==> src/rtl/rtc_pkg.sv <==
package rtc_pkg;
  localparam logic [7:0] IX_SEC  = 8'h00;
  localparam logic [7:0] IX_MIN  = 8'h02;
  localparam logic [7:0] IX_HOUR = 8'h04;
  localparam logic [7:0] IX_WDAY = 8'h06;
  localparam logic [7:0] IX_MDAY = 8'h07;
  localparam logic [7:0] IX_MON  = 8'h08;
  localparam logic [7:0] IX_YEAR = 8'h09;
  localparam logic [7:0] IX_CA   = 8'h0A;
  localparam logic [7:0] IX_CB   = 8'h0B;
  localparam logic [7:0] IX_CC   = 8'h0C;
  localparam logic [7:0] A_CODE  = 8'h26;
  localparam logic [7:0] B_CODE  = 8'h46;
  localparam logic [7:0] YEAR_OFS = 8'd52;

  typedef struct packed {
    logic [7:0] sec;
    logic [7:0] min;
    logic [7:0] hour;
    logic [7:0] wday;
    logic [7:0] mday;
    logic [7:0] mon;
    logic [7:0] year; // years since 1900
  } rtc_time_t;

  function automatic logic is_leap(input logic [7:0] y);
    return (y[1:0] == 2'b00) && (y != 8'd0) && (y != 8'd200);
  endfunction

  function automatic logic [7:0] month_days(input logic [7:0] m, input logic [7:0] y);
    case (m)
      8'd2:                    return is_leap(y) ? 8'd29 : 8'd28;
      8'd4, 8'd6, 8'd9, 8'd11: return 8'd30;
      default:                 return 8'd31;
    endcase
  endfunction
endpackage

==> src/rtl/rtc_timekeep.sv <==
module rtc_timekeep
  import rtc_pkg::*;
#(
  parameter rtc_time_t INIT = '0
) (
  input  logic      clk_i,
  input  logic      rst_ni,
  input  logic      tick_i,
  output rtc_time_t time_o
);
  rtc_time_t t_q, t_d;
  logic c_min, c_hour, c_day, c_mon, c_year;

  always_comb begin
    t_d    = t_q;
    c_min  = t_q.sec  == 8'd59;
    c_hour = c_min  && (t_q.min  == 8'd59);
    c_day  = c_hour && (t_q.hour == 8'd23);
    c_mon  = c_day  && (t_q.mday == month_days(t_q.mon, t_q.year));
    c_year = c_mon  && (t_q.mon  == 8'd12);
    if (tick_i) begin
      t_d.sec = c_min ? 8'd0 : t_q.sec + 8'd1;
      if (c_min)  t_d.min  = (t_q.min == 8'd59) ? 8'd0 : t_q.min + 8'd1;
      if (c_hour) t_d.hour = (t_q.hour == 8'd23) ? 8'd0 : t_q.hour + 8'd1;
      if (c_day) begin
        t_d.wday = (t_q.wday == 8'd6) ? 8'd0 : t_q.wday + 8'd1;
        t_d.mday = c_mon ? 8'd1 : t_q.mday + 8'd1;
      end
      if (c_mon)  t_d.mon  = c_year ? 8'd1 : t_q.mon + 8'd1;
      if (c_year) t_d.year = t_q.year + 8'd1;
    end
  end

  always_ff @(posedge clk_i or negedge rst_ni)
    if (!rst_ni) t_q <= INIT;
    else         t_q <= t_d;

  assign time_o = t_q;
endmodule

==> src/rtl/rtc_periodic.sv <==
module rtc_periodic #(
  parameter int unsigned PER_DIV = 48828,
  localparam int unsigned CW = (PER_DIV > 1) ? $clog2(PER_DIV) : 1
) (
  input  logic clk_i,
  input  logic rst_ni,
  input  logic ack_i,
  output logic pend_o
);
  logic [CW-1:0] cnt_q;
  logic          fire;

  assign fire = cnt_q == CW'(PER_DIV - 1);

  always_ff @(posedge clk_i or negedge rst_ni)
    if (!rst_ni) begin
      cnt_q  <= '0;
      pend_o <= 1'b0;
    end else begin
      cnt_q <= fire ? '0 : cnt_q + 1'b1;
      if (ack_i)     pend_o <= 1'b0;
      else if (fire) pend_o <= 1'b1;
    end
endmodule

==> src/rtl/rtc_regport.sv <==
module rtc_regport
  import rtc_pkg::*;
#(
  parameter int unsigned PER_DIV   = 48828,
  parameter logic [7:0]  INIT_SEC  = 8'd0,
  parameter logic [7:0]  INIT_MIN  = 8'd0,
  parameter logic [7:0]  INIT_HOUR = 8'd0,
  parameter logic [7:0]  INIT_WDAY = 8'd0,
  parameter logic [7:0]  INIT_MDAY = 8'd1,
  parameter logic [7:0]  INIT_MON  = 8'd1,
  parameter logic [7:0]  INIT_YEAR = 8'd106
) (
  input  logic       clk_i,
  input  logic       rst_ni,
  input  logic       tick_1hz_i,
  input  logic       wr_i,
  input  logic       rd_i,
  input  logic       sel_i,
  input  logic [7:0] wdata_i,
  output logic [7:0] rdata_o,
  output logic       err_o,
  input  logic       irq_ack_i,
  output logic       irq_o,
  output logic [7:0] misc_o
);
  localparam rtc_time_t INIT = '{sec: INIT_SEC, min: INIT_MIN, hour: INIT_HOUR,
                                 wday: INIT_WDAY, mday: INIT_MDAY, mon: INIT_MON,
                                 year: INIT_YEAR};

  rtc_time_t  now;
  logic [7:0] idx_q;
  logic       uip_q;
  logic       pend;
  logic       rd_dat, rd_bad;
  logic [7:0] rd_val;

  rtc_timekeep #(.INIT(INIT)) u_time (
    .clk_i, .rst_ni, .tick_i(tick_1hz_i), .time_o(now)
  );

  rtc_periodic #(.PER_DIV(PER_DIV)) u_per (
    .clk_i, .rst_ni, .ack_i(irq_ack_i), .pend_o(pend)
  );

  assign rd_dat = rd_i && sel_i;

  always_comb begin
    rd_bad = 1'b0;
    case (idx_q)
      IX_SEC:  rd_val = now.sec;
      IX_MIN:  rd_val = now.min;
      IX_HOUR: rd_val = now.hour;
      IX_WDAY: rd_val = now.wday;
      IX_MDAY: rd_val = now.mday;
      IX_MON:  rd_val = now.mon;
      IX_YEAR: rd_val = now.year - YEAR_OFS;
      IX_CA:   rd_val = {uip_q, A_CODE[6:0]};
      IX_CB:   rd_val = B_CODE;
      IX_CC:   rd_val = 8'h00;
      default: begin
        rd_val = 8'h00;
        rd_bad = 1'b1;
      end
    endcase
  end

  always_ff @(posedge clk_i or negedge rst_ni)
    if (!rst_ni) begin
      idx_q   <= '0;
      uip_q   <= 1'b1;
      rdata_o <= '0;
      err_o   <= 1'b0;
    end else begin
      err_o <= (wr_i && sel_i) || (rd_dat && rd_bad);
      if (wr_i && !sel_i) idx_q <= wdata_i;
      if (rd_dat) begin
        rdata_o <= rd_val;
        if (idx_q == IX_CA) uip_q <= ~uip_q;
      end
    end

  assign irq_o  = pend;
  assign misc_o = {pend, 7'b0};
endmodule

==> config.mk <==
export PLATFORM = sky130hd
export DESIGN_NAME = rtc_regport
export DESIGN_NICKNAME = d
export VERILOG_FILES = /design/src/rtl/rtc_pkg.sv /design/src/rtl/rtc_timekeep.sv /design/src/rtl/rtc_periodic.sv /design/src/rtl/rtc_regport.sv
export SDC_FILE = /design/constraint.sdc
export NUM_CORES = 1
export LEC_CHECK = 0
export ABC_CLOCK_PERIOD_IN_PS = 6520
export CAP_MARGIN = 20
export CORE_MARGIN = 2
export CORE_UTILIZATION = 50
export DETAILED_ROUTE_END_ITERATION = 12
export GPL_ROUTABILITY_DRIVEN = 0
export PLACE_DENSITY = 0.76
export SLEW_MARGIN = 20
export SYNTH_ARGS = -nofsm -noshare
export SYNTH_HDL_FRONTEND = slang
export SYNTH_SLANG_ARGS = --single-unit
==> constraint.sdc <==
create_clock -name clk_i -period 6.52 [get_ports clk_i]
set_clock_uncertainty 0.15 [all_clocks]
set_input_delay 0.978 -clock clk_i [delete_from_list [all_inputs] [get_ports clk_i]]
set_output_delay 0.978 -clock clk_i [all_outputs]
set_load 0.05 [all_outputs]
==> results of run 1 <==
[metrics by stage]
step | utilization | instance area, µm² | hold slack, ps
2_1_floorplan | - | 5331 | 297.6
3_3_place_gp | 0.5407 | 5582 | 319.0
3_5_place_dp | 0.5415 | 5590 | 326.1
4_1_cts | 0.5619 | 5801 | 342.3
5_1_grt | 0.5624 | 5806 | 359.8
6_report | 0.5624 | 5806 | 342.8
[flip-flops by register name, indices dropped and copies added, names as in the netlist]
name	count
idx_q	8
u_per.cnt_q	16
uip_q	1
u_per.pend_o	1
rdata_o	8
err_o	1
u_time.time_o	56
[cell families (layout without fill, tap and decap cells)]
| kind of cell | count (synthesis) | after routing | synth area share |
|---|---|---|---|
| buf+inv | 56 | 61 | 0.04690 |
| flops | 91 | 91 | 0.4306 |
| simple gates | 208 | 208 | 0.2029 |
| mux | 34 | 34 | 0.06835 |
| compound gates | 106 | 106 | 0.1428 |
| fa+ha+maj | 17 | 17 | 0.04007 |
| other cells | 1 | 7 | 0.0007064 |
| xor+xnor | 41 | 41 | 0.06764 |
[power by group]
group	switching [µW]	leakage (µW)	internal, µW
Combinational	69.7	0.00125	55.4
Sequential	50.2	0.00117	590
Clock	213	0.000103	192
Total	333	0.00252	837
[path summary, 6_finish.rpt]
path | endpoint | slack (ps) | start | cells past startpoint
max in group asynchronous | u_time.time_o[21] | 4760 | rst_ni | 2
setup / recovery | u_time.time_o[30] | 2830 | tick_1hz_i | 5
setup reg to reg | u_time.time_o[10] | 3090 | u_time.time_o[8] | 7
hold / removal | u_per.cnt_q[0] | 340 | u_per.cnt_q[0] | 1
min in group asynchronous | u_per.cnt_q[12] | 430 | rst_ni | 1
hold reg to reg | u_per.cnt_q[0] | 340 | u_per.cnt_q[0] | 1
[routing by layer]
metal	part of all wire	vias to the layer above	global-route usage
met2	0.46	105	0.3160
met4	0.017	0	0.07514
li1	-	1998	-
met1	0.48	2047	0.3093
met5	0	-	0
met3	0.046	15	0.04195
[layout make-up]
| cell class | instances | area [µm²] | area share |
|---|---|---|---|
| clock buffers | 10 | 137.6 | 0.02371 |
| well taps | 136 | 170.2 | 0.02931 |
| multi-input cells | 413 | 2811 | 0.4843 |
| flip-flops and latches | 91 | 2286 | 0.3937 |
| clock inverters | 6 | 72.57 | 0.01250 |
| inverters | 18 | 67.56 | 0.01164 |
| repair buffers | 27 | 260.3 | 0.04483 |
[layout by cell type, fill, tap and decap left out, types with 13 or more instances in the layout]
cell type / n
nor2_1: 29
o21ai_0: 31
ha_1: 17
dfrtp_1: 84
xor2_1: 17
mux2_2: 14
inv_1: 18
nand2_1: 63
nor3_1: 13
mux2i_1: 19
clkdlybuf4s50_1: 24
and3_1: 13
nand3_1: 27
xnor2_1: 24
==> metrics.yaml, run 1 <==
timing:
  finalWorstSetupSlack_ps: 2826
  finalSetupTns_ps: 0
  finalSetupViolations: 0
  finalHoldViolCount: 0
  max_freq_mhz: 270.7
  period_share: 0.5666
  rsz0062_at_grt: "no"
  slew_viol_final: 0
  max_slew_margin: 0.3297
  worstMarginPinSlew_ps: 1005
  min_period_ps: 3694
floorplanning:
  die_x_um: 107.0
  start_util: 0.5142
  row_count: 37
  pin_count: 33
  fp.dieH_um: 107.0
  coreArea_mm2: 0.01032
  dieArea_mm2: 0.01146
detailed_routing:
  drtIter0Drc: 361
  drt_wl_total_mm: 11.32
  viasPerCell: 5.942
  drc: 0
  ant_nets: 0
  dr_total_vias: 4165
  routedWlPerCell_um: 16.15
  detail_route.first_pass.iterations: 5
power:
  p_leak_uw: 0.002520
  finalPower_uw: 1170
  power.density_mw_per_mm2: 201.5
  vdd_drop_max_v: 0.0001345
logic_synthesis:
  ys_warn_count: 0
  synth_area_mm2: 0.005309
  synthCells: 554
  yosysMostFrequentCell: "dfrtp_1"
  synth_area_leaders: "dfrtp_1 40%, nand2_1 4.5%, ha_1 4.0%"
  yosysTopAreaCell: "dfrtp_1"
  ys_ff_latch: 91
  synth_edf_count: 0
  yosysUniqueCellTypes: 65
  ys.flop_type: "dfrtp_1"
  synth_top_cells_by_count: "84 x dfrtp_1, 63 x nand2_1, 31 x o21ai_0"
  synth_top_cell_area_share: 0.3959
  ys_seq_area_frac: 0.4306
  async_flop_share: 1.000
  syn_avg_cell_area_um2: 9.583
clock_tree:
  cts_resized: 0
  clockBufferDepth: 2
  ctsHoldBuffers: 0
  h-tree-depth: 3
  cts_setup_buffers: 0
  clk_latency_ps: 360
  cts.clk_slew.worst_paths_ps: 100
  clockRootBuffer: "clkbuf_8"
  cts_tree: "built"
  cts_buffers: 9
  cts.sinks: 91
critical_path:
  arrival_ps: 3800
  cpPeakStageDelay_ps: 890
  crit_family: "simple AND/OR/NAND/NOR gates"
  cp-start-kind: "input pin"
  cp_slowest_cell: "clkdlybuf4s50_1"
  crit_fanout: 20
  cp-end-kind: "register"
  required_ps: 6620
  critical_path_class: "in -> reg"
  cp_cell_sequence: "clkdlybuf4s50_1 > nand3_1 > or3_1 > or4_1 > xnor2_1"
  cp.buffers_inverters: 1
finish:
  nFillCells: 884
  finalNonFillerCells: 701
  diodes: 0
  nNetsFinal: 592
  layout-drive-gt1-share: 0.09027
  synthToLayoutAreaGrowth_pct: 9.357
global_route:
  grt_pass1_vias: 3919
  grt_start_max_net_pins: 50
  grt-ovfl-total: 0
  antenna_found_initial: 0
  gr-usage-all-layers: 0.2127
  grt_pass1_wl_mm: 19.34
placed_design:
  portBuffers: 25
  dp.cells: 684
  dp_hpwl_mm: 8.145
  place_ws_ps: 2457
status:
  outcome: "finished clean"
run:
  cap_violations: 0
hold_path:
  hold_path_class: "reg -> reg"
Power figures use the tool's default switching activity.
==> run 2: changes to the inputs <==
--- a/config.mk
+++ b/config.mk
@@ -5,13 +5,13 @@
 export SDC_FILE = /design/constraint.sdc
 export NUM_CORES = 1
 export LEC_CHECK = 0
-export ABC_CLOCK_PERIOD_IN_PS = 6520
+export ABC_CLOCK_PERIOD_IN_PS = 3000
 export CAP_MARGIN = 20
 export CORE_MARGIN = 2
 export CORE_UTILIZATION = 50
 export DETAILED_ROUTE_END_ITERATION = 12
 export GPL_ROUTABILITY_DRIVEN = 0
-export PLACE_DENSITY = 0.76
+export PLACE_DENSITY = 0.79
 export SLEW_MARGIN = 20
 export SYNTH_ARGS = -nofsm -noshare
 export SYNTH_HDL_FRONTEND = slang
==> constraint.sdc (replaced) <==
create_clock -name clk_i -period 3 [get_ports clk_i]
set_clock_uncertainty 0.15 [all_clocks]
set_input_delay 0.45 -clock clk_i [delete_from_list [all_inputs] [get_ports clk_i]]
set_output_delay 0.45 -clock clk_i [all_outputs]
set_load 0.05 [all_outputs]
==> run 2 against run 1 <==
Against the previous run:
- sequential power rose by 120%
- final cell count rose by 2.7%
- critical path type is now reg -> reg
- via count rose by 1.4%
==> metrics.yaml, run 2 (synthesized netlist as in run 1, its figures left out) <==
clock_tree:
  clk_latency_ps: 380
  cts_buffers: 9
  cts.clk_slew.worst_paths_ps: 80
  cts.sinks: 91
  cts_tree: "built"
  clockBufferDepth: 2
  clockRootBuffer: "clkbuf_8"
  h-tree-depth: 3
  cts_resized: 0
finish:
  finalNonFillerCells: 720
  largest_reg_flops: 56
  mostFrequentLayoutCells: "84 x dfrtp_1, 63 x nand2_1, 31 x o21ai_0"
  synthToLayoutAreaGrowth_pct: 11.85
  diodes: 0
  nNetsFinal: 612
  multiInputGateArea_mm2: 0.002803
  stdcell_area_mm2: 0.005938
  layout_commonest_cell: "dfrtp_1"
  layout-drive-gt1-share: 0.1147
  nFillCells: 852
  regArea_mm2: 0.002286
floorplanning:
  pin_count: 33
  die_x_um: 107.0
  fp.dieH_um: 107.0
  row_count: 37
  dieArea_mm2: 0.01146
  start_util: 0.5142
  coreArea_mm2: 0.01032
critical_path:
  cp_slowest_cell: "or3b_2"
  cpPeakStageDelay_ps: 460
  critical_path_class: "reg -> reg"
  crit_family: "simple AND/OR/NAND/NOR gates"
  cp-end-kind: "register"
  cp.buffers_inverters: 2
  cp-start-kind: "register"
  arrival_ps: 2960
  cp_cell_sequence: "inv_1 > ha_1 > or3b_2 > or3_4 > a2111oi_4 > buf_4 > o2111ai_2 > mux2_4"
  crit_fanout: 15
  required_ps: 3160
  r2r_slack_ps: 190
placed_design:
  placed_area_mm2: 0.005722
  dp_hpwl_mm: 8.344
  dp.cells: 701
  place_ws_ps: 159.5
  portBuffers: 25
detailed_routing:
  detail_route.first_pass.iterations: 5
  drtIter0Drc: 386
  ant_nets: 0
  dr_total_vias: 4225
  drt_wl_total_mm: 11.58
  routedWlPerCell_um: 16.09
  viasPerCell: 5.868
  drc: 0
run:
  cap_violations: 0
timing:
  rsz0062_at_grt: "no"
  worstMarginPinSlew_ps: 904.6
  finalSetupTns_ps: 0
  max_freq_mhz: 356.5
  finalHoldViolCount: 0
  finalWorstSetupSlack_ps: 194.8
  finalSetupViolations: 0
  max_slew_margin: 0.3969
  slew_viol_final: 0
  period_share: 0.9351
  min_period_ps: 2805
global_route:
  grt-ovfl-total: 0
  grt_pass1_vias: 4042
  grt_start_max_net_pins: 53
  antenna_found_initial: 0
  gr-usage-all-layers: 0.2152
  grt_pass1_wl_mm: 19.63
status:
  outcome: "finished clean"
power:
  finalPower_uw: 2482
  p_leak_uw: 0.002586
  vdd_drop_max_v: 0.0001904
  power.density_mw_per_mm2: 417.9
hold_path:
  hold_path_class: "reg -> reg"
[run 2: cell types whose count changed in the layout (fill, tap and decap cells not counted), sizes merged]
cell | previous run | this run
buf | 2 | 22
dlygate4sd3 | 0 | 1
inv | 20 | 18
clkinvlp | 1 | 3
clkinv | 2 | 0
[run 2: area by class of cell]
type / instances / area share
Timing Repair Buffer: 47 / 0.07206
Tap cell: 136 / 0.02866
Multi-Input combinational cell: 413 / 0.4720
Clock buffer: 11 / 0.02212
Clock inverter: 4 / 0.008850
Inverter: 18 / 0.01138
Sequential cell: 91 / 0.3850
[run 2: repair_timing]
item | in CTS | in global routing
hold buffers | 1 | 0
setup endpoints to repair | 0 | 10
endpoints found under the hold margin | 50 | 0
setup buffers | 0 | 3
[run 2: report_power, final]
part	leakage (µW)	total (µW)	internal, µW	switching, µW
clock network	0.0000816	808	381	427
registers	0.00117	1380	1280	95.3
logic	0.00134	296	129	167
[run 2: worst register-to-register path: stages (launching register included)]
cell	delay, ps
dfstp_2	390
inv_1	70
ha_1	190
or3b_2	460
or3_4	350
a2111oi_4	340
buf_4	260
o2111ai_2	180
mux2_4	340
[run 2: metal layers]
layer	vias to the layer above	routed length [µm]	track usage
li1	2050	-	-
met1	2005	5388	0.2953
met2	151	5362	0.3395
met3	19	635	0.04498
met4	0	196	0.07143
met5	-	0	0
[run 2: metrics by stage]
step	hold slack (ps)	utilization
after global routing	362.5	0.5752
final	342.6	0.5752
after floorplan	4.409	-
after global placement	311.3	0.5542
after CTS	337.3	0.5730
after detailed placement	325.8	0.5542
[run 2: worst paths after layout]
path                                   from               end  cells past startpoint
max in group asynchronous            rst_ni  u_time.time_o[8]                      3
setup reg to reg           u_time.time_o[8]  u_time.time_o[1]                      8
min in group asynchronous            rst_ni   u_per.cnt_q[10]                      2
setup / recovery           u_time.time_o[8]  u_time.time_o[1]                      8
hold / removal                   rdata_o[1]        rdata_o[1]                      2
hold reg to reg                  rdata_o[1]        rdata_o[1]                      2
